### src/rtl/tmr_wave_pkg.sv
package tmr_wave_pkg;
    typedef enum logic [1:0] {
        ACT_NONE = 2'd0,
        ACT_SET  = 2'd1,
        ACT_CLR  = 2'd2,
        ACT_TGL  = 2'd3
    } act_e;

    typedef enum logic {
        LVL_LOW  = 1'b0,
        LVL_HIGH = 1'b1
    } lvl_e;

    localparam int unsigned N_SRC = 4;  // index 0 has the highest priority
endpackage

### src/rtl/wave_pick.sv
module wave_pick
    import tmr_wave_pkg::*;
(
    input  logic [N_SRC-1:0] hit,
    input  act_e             acts [0:N_SRC-1],
    output act_e             win
);
    // Scan from the lowest priority upward; the last match is the highest-priority event.
    always_comb begin
        win = ACT_NONE;
        for (int i = N_SRC - 1; i >= 0; i--) begin
            if (hit[i] && acts[i] != ACT_NONE) win = acts[i];
        end
    end
endmodule

### src/rtl/wave_lvl.sv
module wave_lvl
    import tmr_wave_pkg::*;
(
    input  logic clk,
    input  logic rst_n,
    input  logic hold,
    input  act_e win,
    output logic lvl
);
    lvl_e state, state_nx;

    always_ff @(posedge clk or negedge rst_n) begin
        if (!rst_n) state <= LVL_LOW;
        else        state <= state_nx;
    end

    always_comb begin
        state_nx = state;
        if (!hold) begin
            unique case (state)
                LVL_LOW:  if (win == ACT_SET || win == ACT_TGL) state_nx = LVL_HIGH; // GO_HIGH
                LVL_HIGH: if (win == ACT_CLR || win == ACT_TGL) state_nx = LVL_LOW;  // GO_LOW
                default:  state_nx = LVL_LOW;
            endcase
        end
    end

    always_comb lvl = (state == LVL_HIGH);

    assert_set_R2: assert property (@(posedge clk) disable iff (!rst_n)
        (!hold && win == ACT_SET) |=> lvl);
    assert_clear_R2: assert property (@(posedge clk) disable iff (!rst_n)
        (!hold && win == ACT_CLR) |=> !lvl);
    assert_toggle_R2: assert property (@(posedge clk) disable iff (!rst_n)
        (!hold && win == ACT_TGL) |=> lvl != $past(lvl));
    assert_hold_R5: assert property (@(posedge clk) disable iff (!rst_n)
        hold |=> $stable(lvl));
endmodule

### src/rtl/cmp_flag_reg.sv
module cmp_flag_reg (
    input  logic clk,
    input  logic rst_n,
    input  logic set_req,
    input  logic rd,
    output logic flag
);
    always_ff @(posedge clk or negedge rst_n) begin
        if (!rst_n)       flag <= 1'b0;
        else if (set_req) flag <= 1'b1;
        else if (rd)      flag <= 1'b0;
    end

    assert_flag_set_R7: assert property (@(posedge clk) disable iff (!rst_n)
        set_req |=> flag);
    assert_flag_clr_R8: assert property (@(posedge clk) disable iff (!rst_n)
        (rd && !set_req) |=> !flag);
endmodule

### src/rtl/tmr_wave_action.sv
module tmr_wave_action
    import tmr_wave_pkg::*;
(
    input  logic       clk,
    input  logic       rst_n,
    input  logic       sw_trig,
    input  logic       ext_evt,
    input  logic       ra_hit,
    input  logic       rb_hit,
    input  logic       rc_hit,
    input  logic [1:0] a_sw_act,
    input  logic [1:0] a_ext_act,
    input  logic [1:0] a_rc_act,
    input  logic [1:0] a_ra_act,
    input  logic [1:0] b_sw_act,
    input  logic [1:0] b_ext_act,
    input  logic [1:0] b_rc_act,
    input  logic [1:0] b_rb_act,
    input  logic [1:0] ext_src_sel,
    input  logic       flag_rd,
    output logic       tioa,
    output logic       tiob,
    output logic       tiob_oe,
    output logic       cmp_flag
);
    localparam logic [1:0] SEL_SELF = 2'd0;  // secondary line is the event input

    logic b_is_input;
    always_comb b_is_input = (ext_src_sel == SEL_SELF);
    always_comb tiob_oe    = !b_is_input;

    logic [N_SRC-1:0] hit_a, hit_b;
    act_e acts_a [0:N_SRC-1];
    act_e acts_b [0:N_SRC-1];
    act_e win_a, win_b;

    // Priority order per R3/R4: software, external, period compare, own compare.
    always_comb begin
        hit_a = {ra_hit, rc_hit, ext_evt, sw_trig};
        hit_b = {rb_hit, rc_hit, ext_evt, sw_trig};
        acts_a[0] = act_e'(a_sw_act);
        acts_a[1] = act_e'(a_ext_act);
        acts_a[2] = act_e'(a_rc_act);
        acts_a[3] = act_e'(a_ra_act);
        acts_b[0] = act_e'(b_sw_act);
        acts_b[1] = act_e'(b_ext_act);
        acts_b[2] = act_e'(b_rc_act);
        acts_b[3] = act_e'(b_rb_act);
    end

    wave_pick u_pick_a (.hit(hit_a), .acts(acts_a), .win(win_a));
    wave_pick u_pick_b (.hit(hit_b), .acts(acts_b), .win(win_b));

    wave_lvl u_lvl_a (.clk(clk), .rst_n(rst_n), .hold(1'b0),       .win(win_a), .lvl(tioa));
    wave_lvl u_lvl_b (.clk(clk), .rst_n(rst_n), .hold(b_is_input), .win(win_b), .lvl(tiob));

    logic flag_set;
    always_comb flag_set = ra_hit || rc_hit || (rb_hit && !b_is_input);

    cmp_flag_reg u_flag (.clk(clk), .rst_n(rst_n), .set_req(flag_set), .rd(flag_rd), .flag(cmp_flag));

    assert_b_frozen_R5: assert property (@(posedge clk) disable iff (!rst_n)
        (ext_src_sel == SEL_SELF) |=> $stable(tiob));
    assert_rb_masked_R9: assert property (@(posedge clk) disable iff (!rst_n)
        (ext_src_sel == SEL_SELF && rb_hit && !ra_hit && !rc_hit && !cmp_flag) |=> !cmp_flag);
endmodule

### config.mk
export PLATFORM = sky130hd
export DESIGN_NAME = tmr_wave_action
export DESIGN_NICKNAME = d
export VERILOG_FILES = /design/src/rtl/tmr_wave_pkg.sv /design/src/rtl/wave_pick.sv /design/src/rtl/wave_lvl.sv /design/src/rtl/cmp_flag_reg.sv /design/src/rtl/tmr_wave_action.sv
export SDC_FILE = /design/constraint.sdc
export NUM_CORES = 1
export LEC_CHECK = 0
export BUFFER_PORTS_ARGS = -buffer_cell sky130_fd_sc_hd__buf_4
export CORE_AREA = 2 2 39 41
export CTS_BUF_LIST = sky130_fd_sc_hd__clkbuf_16
export DETAILED_ROUTE_END_ITERATION = 8
export DIE_AREA = 0 0 41 43
export PLACE_DENSITY = 0.6
export SYNTH_ARGS = -nofsm -noshare
export SYNTH_HDL_FRONTEND = slang
export SYNTH_SLANG_ARGS = --single-unit
export TNS_END_PERCENT = 1
### constraint.sdc
create_clock -name clk -period 1.65 [get_ports clk]
set_input_delay 0.165 -clock clk [delete_from_list [all_inputs] [get_ports clk]]
set_output_delay 0.165 -clock clk [all_outputs]
set_load 0.01 [all_outputs]
==> flow_summary_export.csv, run 1 <==
group,metric,value,unit
timing,tightest_slew,0.217,ns
pwr,power_density,1060,mW/mm2
worst_setup_path,critPathKind,"flop to flop",
cts,post_cts_resized,0,
pwr,p_int,0.489,mW
cts,tritoncts,"done",
grt,grt_start_max_net_pins,7,
cts,cts_inserted_buffers,3,
finish,area_delta_synth_final,123,%
route,first_iter_violations,4,
timing,finalCriticalPeriod,1.32,ns
floorplan,die_h,43,um
finish,layout-drive-gt1-share,0.471,
finish,antenna_cells,0,
floorplan,core-area,0.00138,mm2
finish,final_util,0.429,
worst_setup_path,cp_data_required_time,1.75,ns
placed_design,io_buffers,29,
yosys,synth_area_leader_cell,"dfrtp_1",
pwr,peakVddDrop,0.923,mV
cts,worstSkewPairLatency,0.22,ns
pwr,p_comb_frac,0.230,
timing,hold_viol,0,
floorplan,dieArea,0.00176,mm2
pwr,p_clk_frac,0.604,
grt,grt_pass1_wl,1520,um
placed_design,gp_routability_congestion,0.696,
cts,cts-root-buf,"clkbuf_16",
route,wl_per_cell,11.8,um
timing,worst_slack,0.333,ns
route,first_pass_iters,2,
worst_setup_path,start_kind,"flop",
pwr,p_sw,0.139,mW
timing,skew,0,ns
grt,grt_pass1_vias,383,
timing,setup_tns,0,ns
floorplan,initial_utilization,0.193,
finish,final_common_cell,"buf_4",
timing,slew_violations,0,
hold_path,holdPathStages,2,
floorplan,pin_count,30,
yosys,netlist.area_leader.share,0.282,
yosys,syn_area_per_cell,7.40,um2
hold_path,min_path_type,"input port to flop",
timing,whs,0.172,ns
route,viasPerCell,4.67,
worst_setup_path,ff2ff_path_depth,5,
run_status,outcome,"finished clean",
grt,grt-ovfl-total,0,
cts,path_clk_slew,0.03,ns
finish,fin_cells,86,
yosys,ys_warn_count,0,
worst_setup_path,max_stage_delay,0.43,ns
yosys,synth_area,267,um2
yosys,syn_inst,36,
cts,hold_buffers,1,
worst_setup_path,crit_fanout,6,
timing,timing.fmax,759,MHz
route,finalWirelength,1020,um
worst_setup_path,crit_family,"compound AO/OA/AOI/OAI gates",
yosys,synth_fp_nets,62,
finish,final_cell_mix,"29 x buf_4, 8 x nand2_1, 4 x o21ai_0",
worst_setup_path,endpoint_kind,"flop",
finish,fin_nets,97,
cts,clkSinkCount,3,
pwr,switching_share,0.221,
timing,slew-limit-headroom,0.855,
grt,antenna_found_initial,0,
floorplan,fp-row-count,14,
yosys,ys_ff_latch,3,
timing,fin_crit_sh,0.798,
cts,cts_setup_buffers,0,
timing,setup_viol,0,
placed_design,dp_slack,0.349,ns
job,maxCapViolCount,0,
worst_setup_path,crit_cells,5,
route,drc_errors,0,
yosys,synthTopCellsByArea,"dfrtp_1 28%, nand2_1 11%, o21ai_0 7.5%",
worst_setup_path,crit_buf_inv,0,
placed_design,dp_hpwl,790,um
floorplan,die_w,41,um
cts,cts_buffer_depth,2,
worst_setup_path,arrival,1.41,ns
placed_design,placed_cells,81,
route,via_count,402,
worst_setup_path,cpMaxStageDelayCell,"dfrtp_1",
finish,num-fill-cells,148,
worst_setup_path,cp_common_cell,"a21o_1",
yosys,synth.distinct_cells,17,
yosys,ys_seq_area_frac,0.282,
route,detail-route-antenna-nets,0,
cts,cts.htree.levels,1,
timing,rsz0062_at_grt,"no",
grt,track_usage,0.136,
pwr,p_leak,0.298,nW
pwr,p_seq_frac,0.166,
worst_setup_path,path_cells,"a21o_1 > a22oi_2 > a21o_1 > a221oi_1 > or3_1",
## path summary, 6_finish.rpt
path | slack [ns] | endpoint | startpoint
max | 0.33 | u_lvl_a.lvl$_DFF_PN0_ | u_lvl_a.lvl$_DFF_PN0_
min | 0.17 | u_flag.flag$_DFFE_PN0P_ | ra_hit
max reg2reg | 0.33 | u_lvl_a.lvl$_DFF_PN0_ | u_lvl_a.lvl$_DFF_PN0_
min reg2reg | 0.47 | u_lvl_b.lvl$_DFFE_PN0N_ | u_lvl_b.lvl$_DFFE_PN0N_
max in group asynchronous | 1.28 | u_lvl_a.lvl$_DFF_PN0_ | rst_n
min in group asynchronous | 0.28 | u_flag.flag$_DFFE_PN0P_ | rst_n
## cell families (layout without fill, tap and decap cells)
| kind of cell | count (synthesis) | in the layout | synth area share |
|---|---|---|---|
| flops | 3 | 3 | 0.282 |
| simple gates | 14 | 14 | 0.239 |
| buf+inv | 1 | 35 | 0.0141 |
| compound gates | 18 | 18 | 0.465 |
## flip-flops by register name, indices dropped and copies added (netlist names)
signal	count
u_flag.flag	1
u_lvl_b.lvl	1
u_lvl_a.lvl	1
## worst register-to-register path, cell delays in order (launching register included)
cell and delay (ns):
dfrtp_1 0.43, a21o_1 0.19, a22oi_2 0.13, a21o_1 0.10
a221oi_1 0.04, or3_1 0.30
## layout make-up
cell class / count / area, um2 / area share
tap: 16 / 20.0 / 0.0338
sequential: 3 / 75.1 / 0.127
multi-input combinational: 32 / 188 / 0.316
timing repair buffer: 30 / 228 / 0.384
clock buffer: 3 / 75.1 / 0.127
clock inverter: 1 / 3.75 / 0.00633
inverter: 1 / 3.75 / 0.00633
## power groups by stage
stage / Sequential, mW / Clock (mW) / Combinational (mW)
2_1_floorplan: 0.108 / 0 / 0.0491
3_3_place_gp: 0.102 / 0 / 0.144
3_5_place_dp: 0.104 / 0 / 0.143
4_1_cts: 0.104 / 0.382 / 0.147
5_1_grt: 0.106 / 0.395 / 0.158
6_report: 0.104 / 0.379 / 0.145
## Yosys cell counts (all sizes together)
cell type and n:
or2 1, o21ai 5, nor2b 1, a221oi 1, a21o 2, dfrtp 3, a22oi 1, nand2 8
a21oi 3, nand3 3, a2111o 1, a22o 2, inv 1, o22ai 1, a31oi 2, or3 1
## through the flow
stage               instance area (um2)  power (mW)
floorplan                           267       0.157
global placement                    504       0.246
detailed placement                  504       0.247
CTS                                 593       0.632
global route                        593       0.659
finish                              593       0.628
## metal layers
metal	GRT usage	vias up	routed length, um
li1	-	208	-
met1	0.135	177	408
met2	0.216	17	536
met3	0.0628	0	70
met4	0.0800	0	0
met5	0	-	0
No activity file was read; power rests on OpenSTA's default activity.
==> inputs of run 2 (changes only) <==
--- a/config.mk
+++ b/config.mk
@@ -10,7 +10,7 @@
 export CTS_BUF_LIST = sky130_fd_sc_hd__clkbuf_16
 export DETAILED_ROUTE_END_ITERATION = 8
 export DIE_AREA = 0 0 41 43
-export PLACE_DENSITY = 0.6
+export PLACE_DENSITY = 0.62
 export SYNTH_ARGS = -nofsm -noshare
 export SYNTH_HDL_FRONTEND = slang
 export SYNTH_SLANG_ARGS = --single-unit
==> constraint.sdc (replaced) <==
create_clock -name clk -period 1.05 [get_ports clk]
set_input_delay 0.105 -clock clk [delete_from_list [all_inputs] [get_ports clk]]
set_output_delay 0.105 -clock clk [all_outputs]
set_load 0.01 [all_outputs]
==> run 2 against run 1 <==
Via count rose by 3.2%; cell area rose by 4.9%; maximum frequency rose by 2.2%; utilization rose by 2.1 points; worst setup slack got worse by 0.57 ns; largest cell class unchanged; clock skew did not move; sequential share of layout area fell by 0.59 points; combinational power rose by 74%; die area did not move; critical path depth did not move; the flow now finishes with violations (negative setup slack); critical path type unchanged; first-iteration DRC count fell by 75%.
==> flow_summary_export.csv, run 2 (synthesis results as in run 1) <==
group,metric,value,unit
cts,worstSkewPairLatency,0.22,ns
floorplan,fp-row-count,14,
finish,seq_area,75.1,um2
floorplan,die_h,43,um
finish,layout-drive-gt1-share,0.507,
cts,cts.htree.levels,1,
cts,cts_setup_buffers,0,
pwr,power_density,1610,mW/mm2
pwr,p_clk_frac,0.590,
timing,setup_tns,-0.239,ns
finish,fin_nets,100,
finish,area_delta_synth_final,133,%
timing,slew_violations,0,
grt,grt-ovfl-total,0,
job,maxCapViolCount,0,
pwr,p_sw,0.217,mW
pwr,switching_share,0.217,
timing,hold_viol,0,
timing,worst_slack,-0.239,ns
timing,skew,0,ns
placed_design,dp_hpwl,823,um
finish,final_util,0.449,
floorplan,core-area,0.00138,mm2
timing,fin_crit_sh,1.23,
route,drc_errors,0,
placed_design,io_buffers,29,
worst_setup_path,endpoint_kind,"flop",
grt,grt_start_max_net_pins,7,
floorplan,pin_count,30,
route,detail-route-antenna-nets,0,
floorplan,dieArea,0.00176,mm2
cts,cts-root-buf,"clkbuf_16",
hold_path,min_path_type,"input port to flop",
timing,finalCriticalPeriod,1.29,ns
pwr,p_leak,0.314,nW
worst_setup_path,critPathKind,"flop to flop",
cts,tritoncts,"done",
cts,cts_buffer_depth,2,
route,wl_per_cell,11.2,um
floorplan,initial_utilization,0.193,
timing,tightest_slew,0.173,ns
timing,timing.fmax,776,MHz
finish,final_common_cell,"buf_4",
cts,cts_inserted_buffers,3,
timing,rsz0062_at_grt,"yes",
finish,final_cell_mix,"32 x buf_4, 8 x nand2_1, 4 x o21ai_0",
run_status,outcome,"finished with violations",
finish,multiInputGateArea,194,um2
route,first_iter_violations,1,
run_status,violations,"negative setup slack",
worst_setup_path,arrival,1.38,ns
grt,grt_pass1_wl,1630,um
cts,path_clk_slew,0.03,ns
pwr,p_seq_frac,0.157,
worst_setup_path,start_kind,"flop",
worst_setup_path,cp_data_required_time,1.14,ns
finish,num-fill-cells,144,
route,first_pass_iters,4,
cts,clkSinkCount,3,
timing,slew-limit-headroom,0.885,
grt,grt_pass1_vias,453,
floorplan,die_w,41,um
grt,track_usage,0.149,
placed_design,gp_routability_congestion,0.706,
route,viasPerCell,4.66,
pwr,p_comb_frac,0.253,
timing,setup_viol,1,
pwr,peakVddDrop,0.941,mV
route,finalWirelength,997,um
grt,antenna_found_initial,0,
finish,antenna_cells,0,
route,via_count,415,
worst_setup_path,crit_fanout,4,
pwr,p_int,0.783,mW
## run 2: changes by cell type in the layout (fill, tap and decap cells not counted)
| cell | before | now |
|---|---|---|
| a221oi_2 | 0 | 1 |
| buf_4 | 29 | 32 |
| a221oi_1 | 1 | 0 |
## run 2: path summary, 6_finish.rpt
kind | startpoint | cells past startpoint | to | slack [ns]
worst max-delay path | u_lvl_a.lvl$_DFF_PN0_ | 5 | u_lvl_a.lvl$_DFF_PN0_ | -0.24
worst min-delay path | rc_hit | 2 | u_flag.flag$_DFFE_PN0P_ | 0.13
worst max register to register | u_lvl_a.lvl$_DFF_PN0_ | 5 | u_lvl_a.lvl$_DFF_PN0_ | -0.24
worst min register to register | u_lvl_b.lvl$_DFFE_PN0N_ | 1 | u_lvl_b.lvl$_DFFE_PN0N_ | 0.47
max in group asynchronous | rst_n | 2 | u_lvl_a.lvl$_DFF_PN0_ | 0.74
min in group asynchronous | rst_n | 2 | u_flag.flag$_DFFE_PN0P_ | 0.22
## run 2: per-stage QoR
step | hold slack (ns) | total power [mW] | instances | setup slack (ns) | area, um2
final | 0.130 | 0.999 | 89 | -0.239 | 622
after global routing | 0.150 | 1.06 | 89 | -0.293 | 622
after CTS | 0.136 | 1.01 | 89 | -0.231 | 616
after detailed placement | -0.100 | 0.405 | 84 | -0.224 | 527
after global placement | -0.104 | 0.402 | 84 | -0.186 | 527
after floorplan | -0.191 | 0.247 | 36 | -0.230 | 267
## run 2: worst max-delay path, cell delays in order (launching register included)
cell and delay (ns):
dfrtp_1 0.40, a21o_1 0.17, a22oi_2 0.13, a21o_1 0.11, a221oi_2 0.03, or3_1 0.31
## run 2: area by class of cell
cell class | instances | share of cell area
clock buffers | 3 | 0.121
clock inverters | 1 | 0.00604
inverters | 1 | 0.00604
multi-input cells | 32 | 0.312
flip-flops and latches | 3 | 0.121
well taps | 16 | 0.0322
repair buffers | 33 | 0.402
## run 2: power by group through the flow
stage	clock, mW	combinational, mW	sequential (mW)
2_1_floorplan	0	0.0772	0.170
3_3_place_gp	0	0.245	0.157
3_5_place_dp	0	0.247	0.158
4_1_cts	0.600	0.251	0.157
5_1_grt	0.620	0.277	0.159
6_report	0.590	0.253	0.157
## run 2: per-layer routing
layer  wire length (um)  global-route usage  up-vias
met5                  0                   0        -
met1                356               0.126      177
met3                 66              0.0157        4
met2                515               0.247       21
met4                 58               0.180        0
li1                   -                   -      213
## run 2: timing repair
action / CTS / global route
hold buffers: 1 / 0
cloned: 0 / 0
hold endpoints to repair: 3 / 0
resized for setup: 0 / 1
endpoints found under the setup margin: 1 / 1
==> inputs of run 3 (changes only) <==
--- a/config.mk
+++ b/config.mk
@@ -7,7 +7,6 @@
 export LEC_CHECK = 0
 export BUFFER_PORTS_ARGS = -buffer_cell sky130_fd_sc_hd__buf_4
 export CORE_AREA = 2 2 39 41
-export CTS_BUF_LIST = sky130_fd_sc_hd__clkbuf_16
 export DETAILED_ROUTE_END_ITERATION = 8
 export DIE_AREA = 0 0 41 43
 export PLACE_DENSITY = 0.62
==> run 3 against run 2 <==
The flow still finishes with violations (negative setup slack); maximum frequency shrank 0.34%; largest cell class unchanged; routed wire length shrank 3.1%; clock power shrank 65%; die area is the same; highest routed layer is now met3; non-clock buffer count is the same; register-to-register slack is essentially flat; sequential share of layout area grew 1.1 points.
==> flow_summary_export.csv, run 3 (synthesis results as in run 1) <==
group,metric,value,unit
pwr,power_density,1080,mW/mm2
route,detail-route-antenna-nets,0,
worst_setup_path,crit_buf_inv,0,
worst_setup_path,timing.rr.start,"u_lvl_a.lvl$_DFF_PN0_",
worst_setup_path,path_cells,"a21o_1 > a22oi_2 > a21o_1 > a221oi_2 > or3_1",
run_status,outcome,"finished with violations",
floorplan,core-area,0.00138,mm2
cts,tritoncts,"done",
timing,hold_viol,0,
worst_setup_path,crit_fanout,4,
timing,worst_slack,-0.243,ns
timing,whs,0.110,ns
worst_setup_path,critPathKind,"flop to flop",
route,first_pass_iters,4,
worst_setup_path,r2r_slack,-0.24,ns
worst_setup_path,max_stage_delay,0.40,ns
placed_design,io_buffers,29,
worst_setup_path,ff2ff_path_depth,5,
finish,final_area,569,um2
route,wl_per_cell,10.9,um
cts,path_clk_slew,0.04,ns
worst_setup_path,r2r-end,"u_lvl_a.lvl$_DFF_PN0_",
grt,grt_pass1_wl,1610,um
worst_setup_path,cp_common_cell,"a21o_1",
placed_design,dp_slack,-0.224,ns
worst_setup_path,cp_data_required_time,1.16,ns
pwr,peakVddDrop,0.642,mV
route,drc_errors,0,
floorplan,die_w,41,um
hold_path,hold_path_end,"u_flag.flag$_DFFE_PN0P_",
floorplan,dieArea,0.00176,mm2
pwr,p_total,0.615,mW
finish,num-fill-cells,157,
worst_setup_path,cpMaxStageDelayCell,"dfrtp_1",
floorplan,die_h,43,um
timing,fin_crit_sh,1.23,
floorplan,initial_utilization,0.193,
cts,cts-root-buf,"clkbuf_4",
timing,skew,0,ns
route,finalWirelength,966,um
timing,slew-limit-headroom,0.885,
finish,final_cell_mix,"32 x buf_4, 8 x nand2_1, 4 x o21ai_0",
route,viasPerCell,4.63,
finish,final_util,0.411,
cts,worstSkewPairLatency,0.24,ns
grt,grt-ovfl-total,0,
floorplan,pin_count,30,
placed_design,placed_cells,84,
pwr,p_leak,0.286,nW
timing,finalCriticalPeriod,1.29,ns
hold_path,min_from,"rc_hit",
hold_path,holdPathStages,2,
cts,cts_setup_buffers,0,
finish,area_delta_synth_final,114,%
worst_setup_path,crit_family,"compound AO/OA/AOI/OAI gates",
route,first_iter_violations,3,
floorplan,fp-row-count,14,
timing,tightest_slew,0.173,ns
job,maxCapViolCount,0,
timing,setup_viol,1,
timing,slew_violations,0,
cts,cts_inserted_buffers,3,
timing,setup_tns,-0.243,ns
placed_design,dp_hpwl,823,um
timing,rsz0062_at_grt,"yes",
run_status,violations,"negative setup slack",
finish,fin_nets,100,
grt,grt_start_max_net_pins,7,
placed_design,dpl-instance-area,527,um2
timing,timing.fmax,773,MHz
cts,cts_buffer_depth,2,
cts,cts.htree.levels,1,
route,via_count,412,
worst_setup_path,endpoint_kind,"flop",
hold_path,min_path_type,"input port to flop",
worst_setup_path,arrival,1.40,ns
placed_design,gp_routability_congestion,0.706,
finish,fin_cells,89,
finish,final_common_cell,"buf_4",
worst_setup_path,start_kind,"flop",
grt,grt_pass1_vias,452,
finish,layout-drive-gt1-share,0.507,
grt,antenna_found_initial,0,
finish,antenna_cells,0,
grt,track_usage,0.141,
cts,clkSinkCount,3,
==> run 3: worst max path at each step <==
| stage | startpoint | endpoint | slack (ns) | cells past startpoint |
|---|---|---|---|---|
| 2_1_floorplan | u_lvl_a.lvl$_DFF_PN0_ | u_lvl_a.lvl$_DFF_PN0_ | -0.23 | 5 |
| 3_3_place_gp | u_lvl_a.lvl$_DFF_PN0_ | u_lvl_a.lvl$_DFF_PN0_ | -0.19 | 5 |
| 3_5_place_dp | u_lvl_a.lvl$_DFF_PN0_ | u_lvl_a.lvl$_DFF_PN0_ | -0.22 | 5 |
| 4_1_cts | u_lvl_a.lvl$_DFF_PN0_ | u_lvl_a.lvl$_DFF_PN0_ | -0.23 | 5 |
| 5_1_grt | u_lvl_a.lvl$_DFF_PN0_ | u_lvl_a.lvl$_DFF_PN0_ | -0.29 | 5 |
| 6_report | u_lvl_a.lvl$_DFF_PN0_ | u_lvl_a.lvl$_DFF_PN0_ | -0.24 | 5 |
==> run 3: worst reg2reg max path: cells and delay by family (launching register included) <==
| kind | cells | cell delay (ns) |
|---|---|---|
| AO/OA/AOI/OAI | 4 | 0.44 |
| flip-flops | 1 | 0.40 |
| AND/OR/NAND/NOR | 1 | 0.31 |
==> run 3: layout make-up <==
type | count | area (um2) | area share
Sequential cell | 3 | 75.1 | 0.132
Multi-Input combinational cell | 32 | 194 | 0.341
Clock buffer | 4 | 26.3 | 0.0462
Inverter | 1 | 3.75 | 0.00659
Tap cell | 16 | 20.0 | 0.0352
Timing Repair Buffer | 33 | 250 | 0.440
==> run 3: power by group <==
group	leakage, nW	total, mW	switching [mW]	internal (mW)
Clock	0.0150	0.205	0.0628	0.143
Combinational	0.239	0.253	0.0996	0.153
Sequential	0.0321	0.157	0.0179	0.139
==> run 3: per-layer routing <==
metal	share of wire	global-route usage	vias to the layer above	routed length (um)
li1	-	-	213	-
met1	0.35	0.119	182	335
met2	0.58	0.247	17	565
met3	0.067	0.0314	0	65
met4	0	0.120	0	0
met5	0	0	-	0
==> run 3: timing repair <==
item / CTS / global route
hold endpoints to repair: 3 / 0
resized for setup: 0 / 1
setup endpoints to repair: 1 / 2
cloned: 0 / 0
hold buffers: 1 / 0
